<file path="src/rtl/irq_src_pkg.sv">
package irq_src_pkg;
  localparam int PRIO_W = 8;
  localparam logic [PRIO_W-1:0] PRIO_OFF = 8'hFF;

  // Per-source status; `asserted` doubles as the previous input sample.
  typedef struct packed {
    logic asserted;
    logic sent;
    logic rejected;
    logic mpend;
    logic held;
  } src_stat_t;
endpackage

</file>
<file path="src/rtl/irq_num_dec.sv">
module irq_num_dec #(
  parameter int NUM_SRC  = 8,
  parameter int GNUM_W   = 12,
  parameter int BASE_NUM = 16
) (
  input  logic              valid,
  input  logic [GNUM_W-1:0] num,
  output logic [NUM_SRC-1:0] hit
);
  localparam logic [GNUM_W-1:0] LO = GNUM_W'(BASE_NUM);
  localparam logic [GNUM_W-1:0] HI = GNUM_W'(BASE_NUM + NUM_SRC);

  logic              in_bank;
  logic [GNUM_W-1:0] local_num;

  assign in_bank   = valid && (num >= LO) && (num < HI);
  assign local_num = num - LO;

  for (genvar i = 0; i < NUM_SRC; i++) begin : g_hit
    assign hit[i] = in_bank && (local_num == GNUM_W'(i));
  end
endmodule

</file>
<file path="src/rtl/irq_src_cell.sv">
module irq_src_cell
  import irq_src_pkg::*;
#(
  parameter int SERVER_W = 4
) (
  input  logic                clk,
  input  logic                rst_n,
  input  logic                is_level,
  input  logic                src_in,
  input  logic                cfg_we,
  input  logic [SERVER_W-1:0] cfg_server,
  input  logic [PRIO_W-1:0]   cfg_prio,
  input  logic [PRIO_W-1:0]   cfg_saved,
  input  logic                rej_hit,
  input  logic                eoi_hit,
  input  logic                resend,
  input  logic                take,
  output logic                eligible,
  output logic [SERVER_W-1:0] server,
  output logic [PRIO_W-1:0]   prio,
  output logic [PRIO_W-1:0]   saved
);
  src_stat_t stat, stat_n;
  logic      rise;
  logic      unmasked;

  assign rise     = src_in && !stat.asserted;
  assign unmasked = (prio != PRIO_OFF);

  always_comb begin
    stat_n = stat;
    stat_n.asserted = src_in;
    if (is_level) begin
      if (rej_hit || eoi_hit) stat_n.sent = 1'b0;
      if (take)               stat_n.sent = 1'b1;
    end else begin
      if (take) stat_n.held = 1'b0;
      if (rise) begin
        if (unmasked) stat_n.held  = 1'b1;
        else          stat_n.mpend = 1'b1;
      end
      if (cfg_we && stat.mpend && (cfg_prio != PRIO_OFF)) begin
        stat_n.mpend = 1'b0;
        stat_n.held  = 1'b1;
      end
      if (resend && stat.rejected) begin
        stat_n.rejected = 1'b0;
        if (unmasked) stat_n.held = 1'b1;
      end
      if (rej_hit) stat_n.rejected = 1'b1;
    end
  end

  always_ff @(posedge clk) begin
    if (!rst_n) begin
      stat   <= '0;
      server <= '0;
      prio   <= PRIO_OFF;
      saved  <= PRIO_OFF;
    end else begin
      stat <= stat_n;
      if (cfg_we) begin
        server <= cfg_server;
        prio   <= cfg_prio;
        saved  <= cfg_saved;
      end
    end
  end

  assign eligible = unmasked &&
                    (is_level ? (stat.asserted && !stat.sent) : stat.held);
endmodule

</file>
<file path="src/rtl/irq_rr_pick.sv">
module irq_rr_pick #(
  parameter int NUM_SRC = 8,
  localparam int IDX_W  = $clog2(NUM_SRC)
) (
  input  logic               clk,
  input  logic               rst_n,
  input  logic [NUM_SRC-1:0] req,
  input  logic               adv,
  output logic               any,
  output logic [IDX_W-1:0]   idx
);
  logic [IDX_W-1:0] ptr;

  always_comb begin
    any = 1'b0;
    idx = '0;
    for (int k = NUM_SRC - 1; k >= 0; k--) begin
      if (req[(int'(ptr) + k) % NUM_SRC]) begin
        any = 1'b1;
        idx = IDX_W'((int'(ptr) + k) % NUM_SRC);
      end
    end
  end

  always_ff @(posedge clk) begin
    if (!rst_n) begin
      ptr <= '0;
    end else if (adv && any) begin
      ptr <= (int'(idx) == NUM_SRC - 1) ? '0 : idx + IDX_W'(1);
    end
  end
endmodule

</file>
<file path="src/rtl/irq_req_slot.sv">
module irq_req_slot
  import irq_src_pkg::*;
#(
  parameter int GNUM_W   = 12,
  parameter int SERVER_W = 4
) (
  input  logic                clk,
  input  logic                rst_n,
  input  logic                load,
  input  logic [GNUM_W-1:0]   in_num,
  input  logic [SERVER_W-1:0] in_server,
  input  logic [PRIO_W-1:0]   in_prio,
  output logic                space,
  output logic                out_valid,
  input  logic                out_ready,
  output logic [GNUM_W-1:0]   out_num,
  output logic [SERVER_W-1:0] out_server,
  output logic [PRIO_W-1:0]   out_prio
);
  assign space = !out_valid || out_ready;

  always_ff @(posedge clk) begin
    if (!rst_n) begin
      out_valid  <= 1'b0;
      out_num    <= '0;
      out_server <= '0;
      out_prio   <= PRIO_OFF;
    end else if (load) begin
      out_valid  <= 1'b1;
      out_num    <= in_num;
      out_server <= in_server;
      out_prio   <= in_prio;
    end else if (out_ready) begin
      out_valid  <= 1'b0;
    end
  end
endmodule

</file>
<file path="src/rtl/irq_src_ctrl.sv">
module irq_src_ctrl
  import irq_src_pkg::*;
#(
  parameter int NUM_SRC    = 8,
  parameter int SERVER_W   = 4,
  parameter int GNUM_W     = 12,
  parameter int BASE_NUM   = 16,
  parameter logic [NUM_SRC-1:0] LEVEL_MASK = 8'hF0,
  localparam int IDX_W     = $clog2(NUM_SRC)
) (
  input  logic                clk,
  input  logic                rst_n,
  input  logic [NUM_SRC-1:0]  src_in,
  input  logic                cfg_valid,
  input  logic [IDX_W-1:0]    cfg_idx,
  input  logic [SERVER_W-1:0] cfg_server,
  input  logic [7:0]          cfg_prio,
  input  logic [7:0]          cfg_saved,
  input  logic [IDX_W-1:0]    qry_idx,
  output logic [SERVER_W-1:0] qry_server,
  output logic [7:0]          qry_prio,
  output logic [7:0]          qry_saved,
  input  logic                rej_valid,
  input  logic [GNUM_W-1:0]   rej_num,
  input  logic                eoi_valid,
  input  logic [GNUM_W-1:0]   eoi_num,
  input  logic                resend,
  output logic                req_valid,
  input  logic                req_ready,
  output logic [GNUM_W-1:0]   req_num,
  output logic [SERVER_W-1:0] req_server,
  output logic [7:0]          req_prio
);
  localparam logic [GNUM_W-1:0] BASE_G = GNUM_W'(BASE_NUM);

  logic [NUM_SRC-1:0]  rej_hit, eoi_hit, elig, take;
  logic [SERVER_W-1:0] srv_arr  [NUM_SRC];
  logic [PRIO_W-1:0]   prio_arr [NUM_SRC];
  logic [PRIO_W-1:0]   sav_arr  [NUM_SRC];
  logic                pick_any, slot_space, load;
  logic [IDX_W-1:0]    pick_idx;

  irq_num_dec #(.NUM_SRC(NUM_SRC), .GNUM_W(GNUM_W), .BASE_NUM(BASE_NUM)) u_rej_dec (
    .valid(rej_valid), .num(rej_num), .hit(rej_hit)
  );

  irq_num_dec #(.NUM_SRC(NUM_SRC), .GNUM_W(GNUM_W), .BASE_NUM(BASE_NUM)) u_eoi_dec (
    .valid(eoi_valid), .num(eoi_num), .hit(eoi_hit)
  );

  for (genvar i = 0; i < NUM_SRC; i++) begin : g_src
    assign take[i] = load && (pick_idx == IDX_W'(i));

    irq_src_cell #(.SERVER_W(SERVER_W)) u_cell (
      .clk        (clk),
      .rst_n      (rst_n),
      .is_level   (LEVEL_MASK[i]),
      .src_in     (src_in[i]),
      .cfg_we     (cfg_valid && (cfg_idx == IDX_W'(i))),
      .cfg_server (cfg_server),
      .cfg_prio   (cfg_prio),
      .cfg_saved  (cfg_saved),
      .rej_hit    (rej_hit[i]),
      .eoi_hit    (eoi_hit[i]),
      .resend     (resend),
      .take       (take[i]),
      .eligible   (elig[i]),
      .server     (srv_arr[i]),
      .prio       (prio_arr[i]),
      .saved      (sav_arr[i])
    );
  end

  irq_rr_pick #(.NUM_SRC(NUM_SRC)) u_pick (
    .clk   (clk),
    .rst_n (rst_n),
    .req   (elig),
    .adv   (slot_space),
    .any   (pick_any),
    .idx   (pick_idx)
  );

  assign load = pick_any && slot_space;

  irq_req_slot #(.GNUM_W(GNUM_W), .SERVER_W(SERVER_W)) u_slot (
    .clk        (clk),
    .rst_n      (rst_n),
    .load       (load),
    .in_num     (BASE_G + GNUM_W'(pick_idx)),
    .in_server  (srv_arr[pick_idx]),
    .in_prio    (prio_arr[pick_idx]),
    .space      (slot_space),
    .out_valid  (req_valid),
    .out_ready  (req_ready),
    .out_num    (req_num),
    .out_server (req_server),
    .out_prio   (req_prio)
  );

  assign qry_server = srv_arr[qry_idx];
  assign qry_prio   = prio_arr[qry_idx];
  assign qry_saved  = sav_arr[qry_idx];
endmodule

</file>
<file path="config.mk">
export PLATFORM = sky130hd
export DESIGN_NAME = irq_src_ctrl
export DESIGN_NICKNAME = d
export VERILOG_FILES = /design/src/rtl/irq_src_pkg.sv /design/src/rtl/irq_num_dec.sv /design/src/rtl/irq_src_cell.sv /design/src/rtl/irq_rr_pick.sv /design/src/rtl/irq_req_slot.sv /design/src/rtl/irq_src_ctrl.sv
export SDC_FILE = /design/constraint.sdc
export NUM_CORES = 1
export LEC_CHECK = 0
export BUFFER_PORTS_ARGS = -buffer_cell sky130_fd_sc_hd__buf_2
export CAP_MARGIN = 20
export CORE_MARGIN = 2
export CORE_UTILIZATION = 29
export DETAILED_ROUTE_END_ITERATION = 12
export GPL_TIMING_DRIVEN = 1
export PLACE_DENSITY_LB_ADDON = 0.12
export SLEW_MARGIN = 20
export SYNTH_ARGS = -nofsm -noshare
export SYNTH_HDL_FRONTEND = slang
export SYNTH_SLANG_ARGS = --single-unit
</file>
<file path="constraint.sdc">
create_clock -name clk -period 7.7 [get_ports clk]
set_input_delay 1.54 -clock clk [delete_from_list [all_inputs] [get_ports clk]]
set_output_delay 1.54 -clock clk [all_outputs]
set_load 0.02 [all_outputs]
</file>
# After elaboration in Yosys (flattened, before gate mapping)
# Cells that the tools add are included.
# W data, S select, Z words.
[word_totals]
ff_bits = 212
inputBits = 65
[op_classes]
n_mux = 97
n_addsub = 11
eq_ne = 35
n_lt_le_gt_ge = 14
bitwise = 14
reduce_logical = 102
[ops]
columns = ["operator", "count"]
rows = [
  ["$eq A12 B3 Y1 const B", 8],
  ["$bmux W8 S3", 3],
  ["$ne A8 B8 Y1 const B", 9],
  ["$mux W1", 65],
  ["$logic_and A1 B1 Y1", 61],
  ["$mux W8", 6],
  ["$lt A4 B5 Y1 const B", 7],
  ["$mux W3", 9],
  ["$bmux W1 S3", 8],
  ["$bmux W4 S3", 2],
  ["$eq A12 B2 Y1 const B", 2],
  ["$eq A3 B3 Y1 const B", 8],
  ["$ge A12 B5 Y1 const B", 2],
  ["$lt A12 B5 Y1 const B", 2],
  ["$sub A12 B5 Y12 const B", 2],
  ["$reduce_or A3 Y1", 7],
  ["$reduce_bool A2 Y1", 9],
  ["$mux W4", 4],
  ["$add A3 B3 Y3 const B", 4],
  ["$eq A12 B1 Y1 const B", 1],
  ["$eq A3 B2 Y1 const B", 4],
  ["$logic_not A12 Y1", 1],
  ["$eq A3 B1 Y1 const B", 3],
  ["$logic_not A1 Y1", 9],
  ["other kinds (12)", 37],
]

# Longest topological paths before layout
[logic_depth]
ltp_word = 22
ltp_mapped = 19
ltp_nobuf = 16

# Cells and area by module
# A second synthesis with hierarchy kept.
[unflattened]
cells_unflattened = 1150
area_unflattened_um2 = 12355.6
[by_module_without_submodules]
columns = ["mod", "seq_area_each_um2", "cells_per_inst", "area_each_um2", "n_inst"]
rows = [
  ["irq_src_cell", 500.5, 97, 983.4, 8],
  ["irq_src_ctrl", 0.0, 143, 2185.8, 1],
  ["irq_req_slot", 500.5, 81, 948.4, 1],
  ["irq_rr_pick", 60.1, 106, 913.4, 1],
  ["irq_num_dec", 0.0, 22, 220.2, 2],
]

# Worst setup path before layout
# OpenSTA, ideal clock, no wires.
[synth_path]
path_kind = "input to output"
from = "in qry_idx[0]"
to = "out qry_prio[0]"
required_ns = 6.160
arrival_time_ns = 3.009
cell_stages = 4
setup_slack_ns = 3.151
path_cell_list = "buf_1 > clkbuf_1 > mux4_2 > mux2_2"
[synth_between]
elab_chain_len = 4
[synth_lines]
columns = ["item", "line", "rtl"]
rows = [
  ["from (decl)", "irq_src_ctrl.sv:19", "input logic [IDX_W-1:0] qry_idx,"],
  ["$not A3 Y4 (not written as such)", "irq_src_ctrl.sv:101", "assign qry_prio = prio_arr[qry_idx];"],
  ["$bmux W8 S3", "irq_src_ctrl.sv:101", ""],
  ["$mux W8 (not written as such) (2 in a row)", "irq_src_ctrl.sv:101", ""],
  ["to (decl)", "irq_src_ctrl.sv:21", "output logic [7:0] qry_prio,"],
]
# No other way between the ends. The select of a mux whose other input is x is not followed.

# Worst setup path after layout
[layout_path]
from = "reg u_pick.ptr[0]"
to = "reg u_pick.ptr[0]"
[layout_between]
elab_chain_len = 14
elab_cells_between_ends = 50
cone_classes = "add/sub (8); eq/ne (1); mux (40); reduce/logical (1)"
[layout_lines]
columns = ["item", "line", "rtl"]
rows = [
  ["from (decl)", "irq_rr_pick.sv:12", "logic [IDX_W-1:0] ptr;"],
  ["from (signal assigned)", "irq_rr_pick.sv:29", "ptr <= (int'(idx) == NUM_SRC - 1) ? '0 : idx + IDX_W'(1);"],
  ["$add A3 B3 Y3", "irq_rr_pick.sv:18, irq_rr_pick.sv:20", ""],
  ["$bmux W1 S3", "irq_rr_pick.sv:18", "if (req[(int'(ptr) + k) % NUM_SRC]) begin"],
  ["$mux W1 (not written as such) (2 in a row)", "irq_rr_pick.sv:18", ""],
  ["$mux W3 (8 in a row)", "irq_rr_pick.sv:18", ""],
  ["$add A3 B1 Y3 / $eq A3 B1 Y1 (equally long branches)", "irq_rr_pick.sv:29", ""],
  ["$mux W3", "irq_rr_pick.sv:29", ""],
]
# Parallel ways exist; a longest one is shown, timed or not. The select of a mux whose other input is x is not followed.
# A chain may end at the register's enable or synchronous reset.

==> results.md <==
* Status: finished clean
* Commonest non-fill, non-tap cell in the layout: nand2_1
* Fillcell total at 3799
* Chip Width at 196 um
* Met3 wire length at 1940 um
* Pins Over Slew Limit at 0
* Synthesized area at 0.0107 mm^2
* Final ANT Viol Nets at 0
* Avg Cell Area, Syn at 8.06 um^2
* Layout cells sized above 1 at 19.4%
* Row Count at 70
* Postcts setup bufs at 0
* Cells after Synth at 1332
* Least-Margin Pin Slew at 1.12 ns
* Sequential area share after synthesis at 38.0%
* Clock transition at path regs at 0.06 ns
* Post-cts resize count at 0
* Cell taking the most area after synthesis: dfxtp_1
* Relative slew slack at 25.2%
* Yosys warns at 0
* TritonCTS buffer count at 25
* DR DRC count at 0
* GRT Residual Overflow at 0
* Post-synth EDFFs at 0
* Pin count of the biggest net entering global routing at 86
* Number of global-route vias before repair at 9543
* CTS Root Cell: clkbuf_16
* Dpl cell area at 0.0115 mm^2
* Core area at 0.0365 mm^2
* RSZ-0062 raised after global routing: no
* PortBufs at 101
* Setup TNS at 0 ns
* Max layer used: met5
* DR pass1 iterations at 5
* H-tree levels at 1
* Via density at 5.34
* HPWL Detailed at 25700 um
* FFs w/ async S/R, synth at 0%
* Synth-to-Final Area Change at 15.6%
* Post-synthesis register bit count at 204
* M1 WL at 18600 um
* Design Area, Final at 0.0124 mm^2
* Req. time, crit path at 8.16 ns
* VDD IR max at 204 uV
* Fin. Hold Viols at 0
* Antenna violations before repair at 1
* MaxCap Viol Count at 0
* Hold-fix buffers, CTS at 0
* Total number of vias at 9866
* F_max at 173 MHz
* Synth cell types at 61
* Hold Crit Class: register to register
* CP Capture Type: register
* Die Area at 0.0386 mm^2
* Num ports at 110
* Main flop type after synthesis: dfxtp_1
* Clk sinks at 204
* Setup-failing EPs final at 0
* Total Routing Usage GR at 20.4%
* Starting Density at 29.4%
* Post-route worst setup slack at 1.93 ns
* Leak at 5.07 nW
* Starting DRC count in detailed routing at 685
* Most frequent cells in the layout: nand2_1, dfxtp_1, nand3_1
* Arr. time, crit path at 6.23 ns
* Met2 WL post-DR at 18000 um
* GPL Wtd Cong at 0.867
* WL per Instance at 21.5 um
* CTS max path bufs at 3
* Crit Path Max Fanout at 31
* Post-Route WL at 39600 um
* Diode count at 0
* P per Cell Area at 326 mW/mm^2
* Post-Place Worst Slack at 1.97 ns
* Clk_lat worst skew at 0.55 ns
* Final Critical Period at 5.77 ns
* Die Y at 196 um
* Clock Skew at 0.0156 ns
* Area contributors post-synth: dfxtp_1, nand2_1, mux4_2, nand3_1, a21oi_1
* Startpoint class of the critical path: register
* Setup CP Type: register to register
* Yosys top cell area share at 38.0%
* CTS tree: yes
* Wire length of the first global-routing pass at 60200 um
* Period utilization at 74.9%
* Nets at 1433
cell families after synthesis:
kind of cell    share of synthesized area, %
simple gates                            26.9
other cells                           0.0349
xor+xnor                               0.245
mux                                     14.8
flops                                   38.0
buf+inv                                 6.02
fa+ha+maj                              0.583
compound gates                          13.4
path summary, 6_finish.rpt:
check,startpoint,end,slack [ns],depth (start not counted)
hold / removal,g_src[2].u_cell.saved[0]$_SDFFE_PN1P_,g_src[2].u_cell.saved[0]$_SDFFE_PN1P_,0.46,2
setup / recovery,u_pick.ptr[0]$_SDFFE_PN0P_,u_pick.ptr[0]$_SDFFE_PN0P_,1.93,15
hold reg to reg,g_src[2].u_cell.saved[0]$_SDFFE_PN1P_,g_src[2].u_cell.saved[0]$_SDFFE_PN1P_,0.46,2
setup reg to reg,u_pick.ptr[0]$_SDFFE_PN0P_,u_pick.ptr[0]$_SDFFE_PN0P_,1.93,15
registers in the layout, summed over array words and instances (netlist names):
signal / flops
u_slot.out_num: 4
g_src.u_cell.prio: 64
u_slot.out_server: 4
g_src.u_cell.saved: 64
u_slot.out_prio: 8
g_src.u_cell.server: 32
u_slot.out_valid: 1
g_src.u_cell.stat: 24
u_pick.ptr: 3
Yosys cell counts (18+ instances only):
library cell	instances
nand2_1	378
dfxtp_1	204
nand3_1	138
clkbuf_1	83
a21oi_1	78
nor2_1	55
mux4_2	50
o211ai_1	30
mux2_2	28
nand4_1	25
inv_1	21
o21ai_0	18
through the flow:
| stage | hold slack [ns] | power, mW | util [%] | instances |
|---|---|---|---|---|
| after floorplan | 0.435 | 2.40 | - | 1339 |
| after global placement | 0.445 | 2.76 | 31.5 | 1804 |
| after detailed placement | 0.451 | 2.77 | 31.5 | 1804 |
| after CTS | 0.468 | 4.08 | 34.0 | 1847 |
| after global routing | 0.482 | 4.29 | 34.0 | 1847 |
| final | 0.465 | 4.05 | 34.0 | 1847 |
area by class of cell:
cell class / instances / area (um^2) / share of cell area (%)
multi-input combinational: 984 / 6090 / 49.1
sequential: 204 / 4080 / 32.9
clock buffer: 30 / 684 / 5.51
timing repair buffer: 121 / 658 / 5.30
tap: 468 / 586 / 4.72
clock inverter: 13 / 211 / 1.70
inverter: 27 / 101 / 0.816
report_power, final:
| part | internal (mW) | total (mW) | switching, mW |
|---|---|---|---|
| clock | 0.801 | 1.30 | 0.494 |
| combinational | 0.548 | 1.55 | 1.01 |
| sequential | 1.13 | 1.20 | 0.0718 |
worst max-delay path, stage by stage, from the launching register on:
cell	delay, ns
dfxtp_1	0.78
inv_2	0.36
ha_1	0.65
inv_2	0.20
o211ai_1	0.18
nand2_1	0.12
mux4_2	0.54
nor4_2	0.54
nor2_1	0.14
mux2i_4	0.82
inv_2	0.47
ha_1	0.37
ha_1	0.20
nor2_1	0.10
a21oi_1	0.08
nor2_1	0.10
routing by layer:
layer,GRT usage (%),up-vias
met5,0,-
met4,5.75,2
met3,2.45,59
met2,33.3,289
met1,28.5,4782
li1,-,4734
No activity file was read; power rests on OpenSTA's default activity.
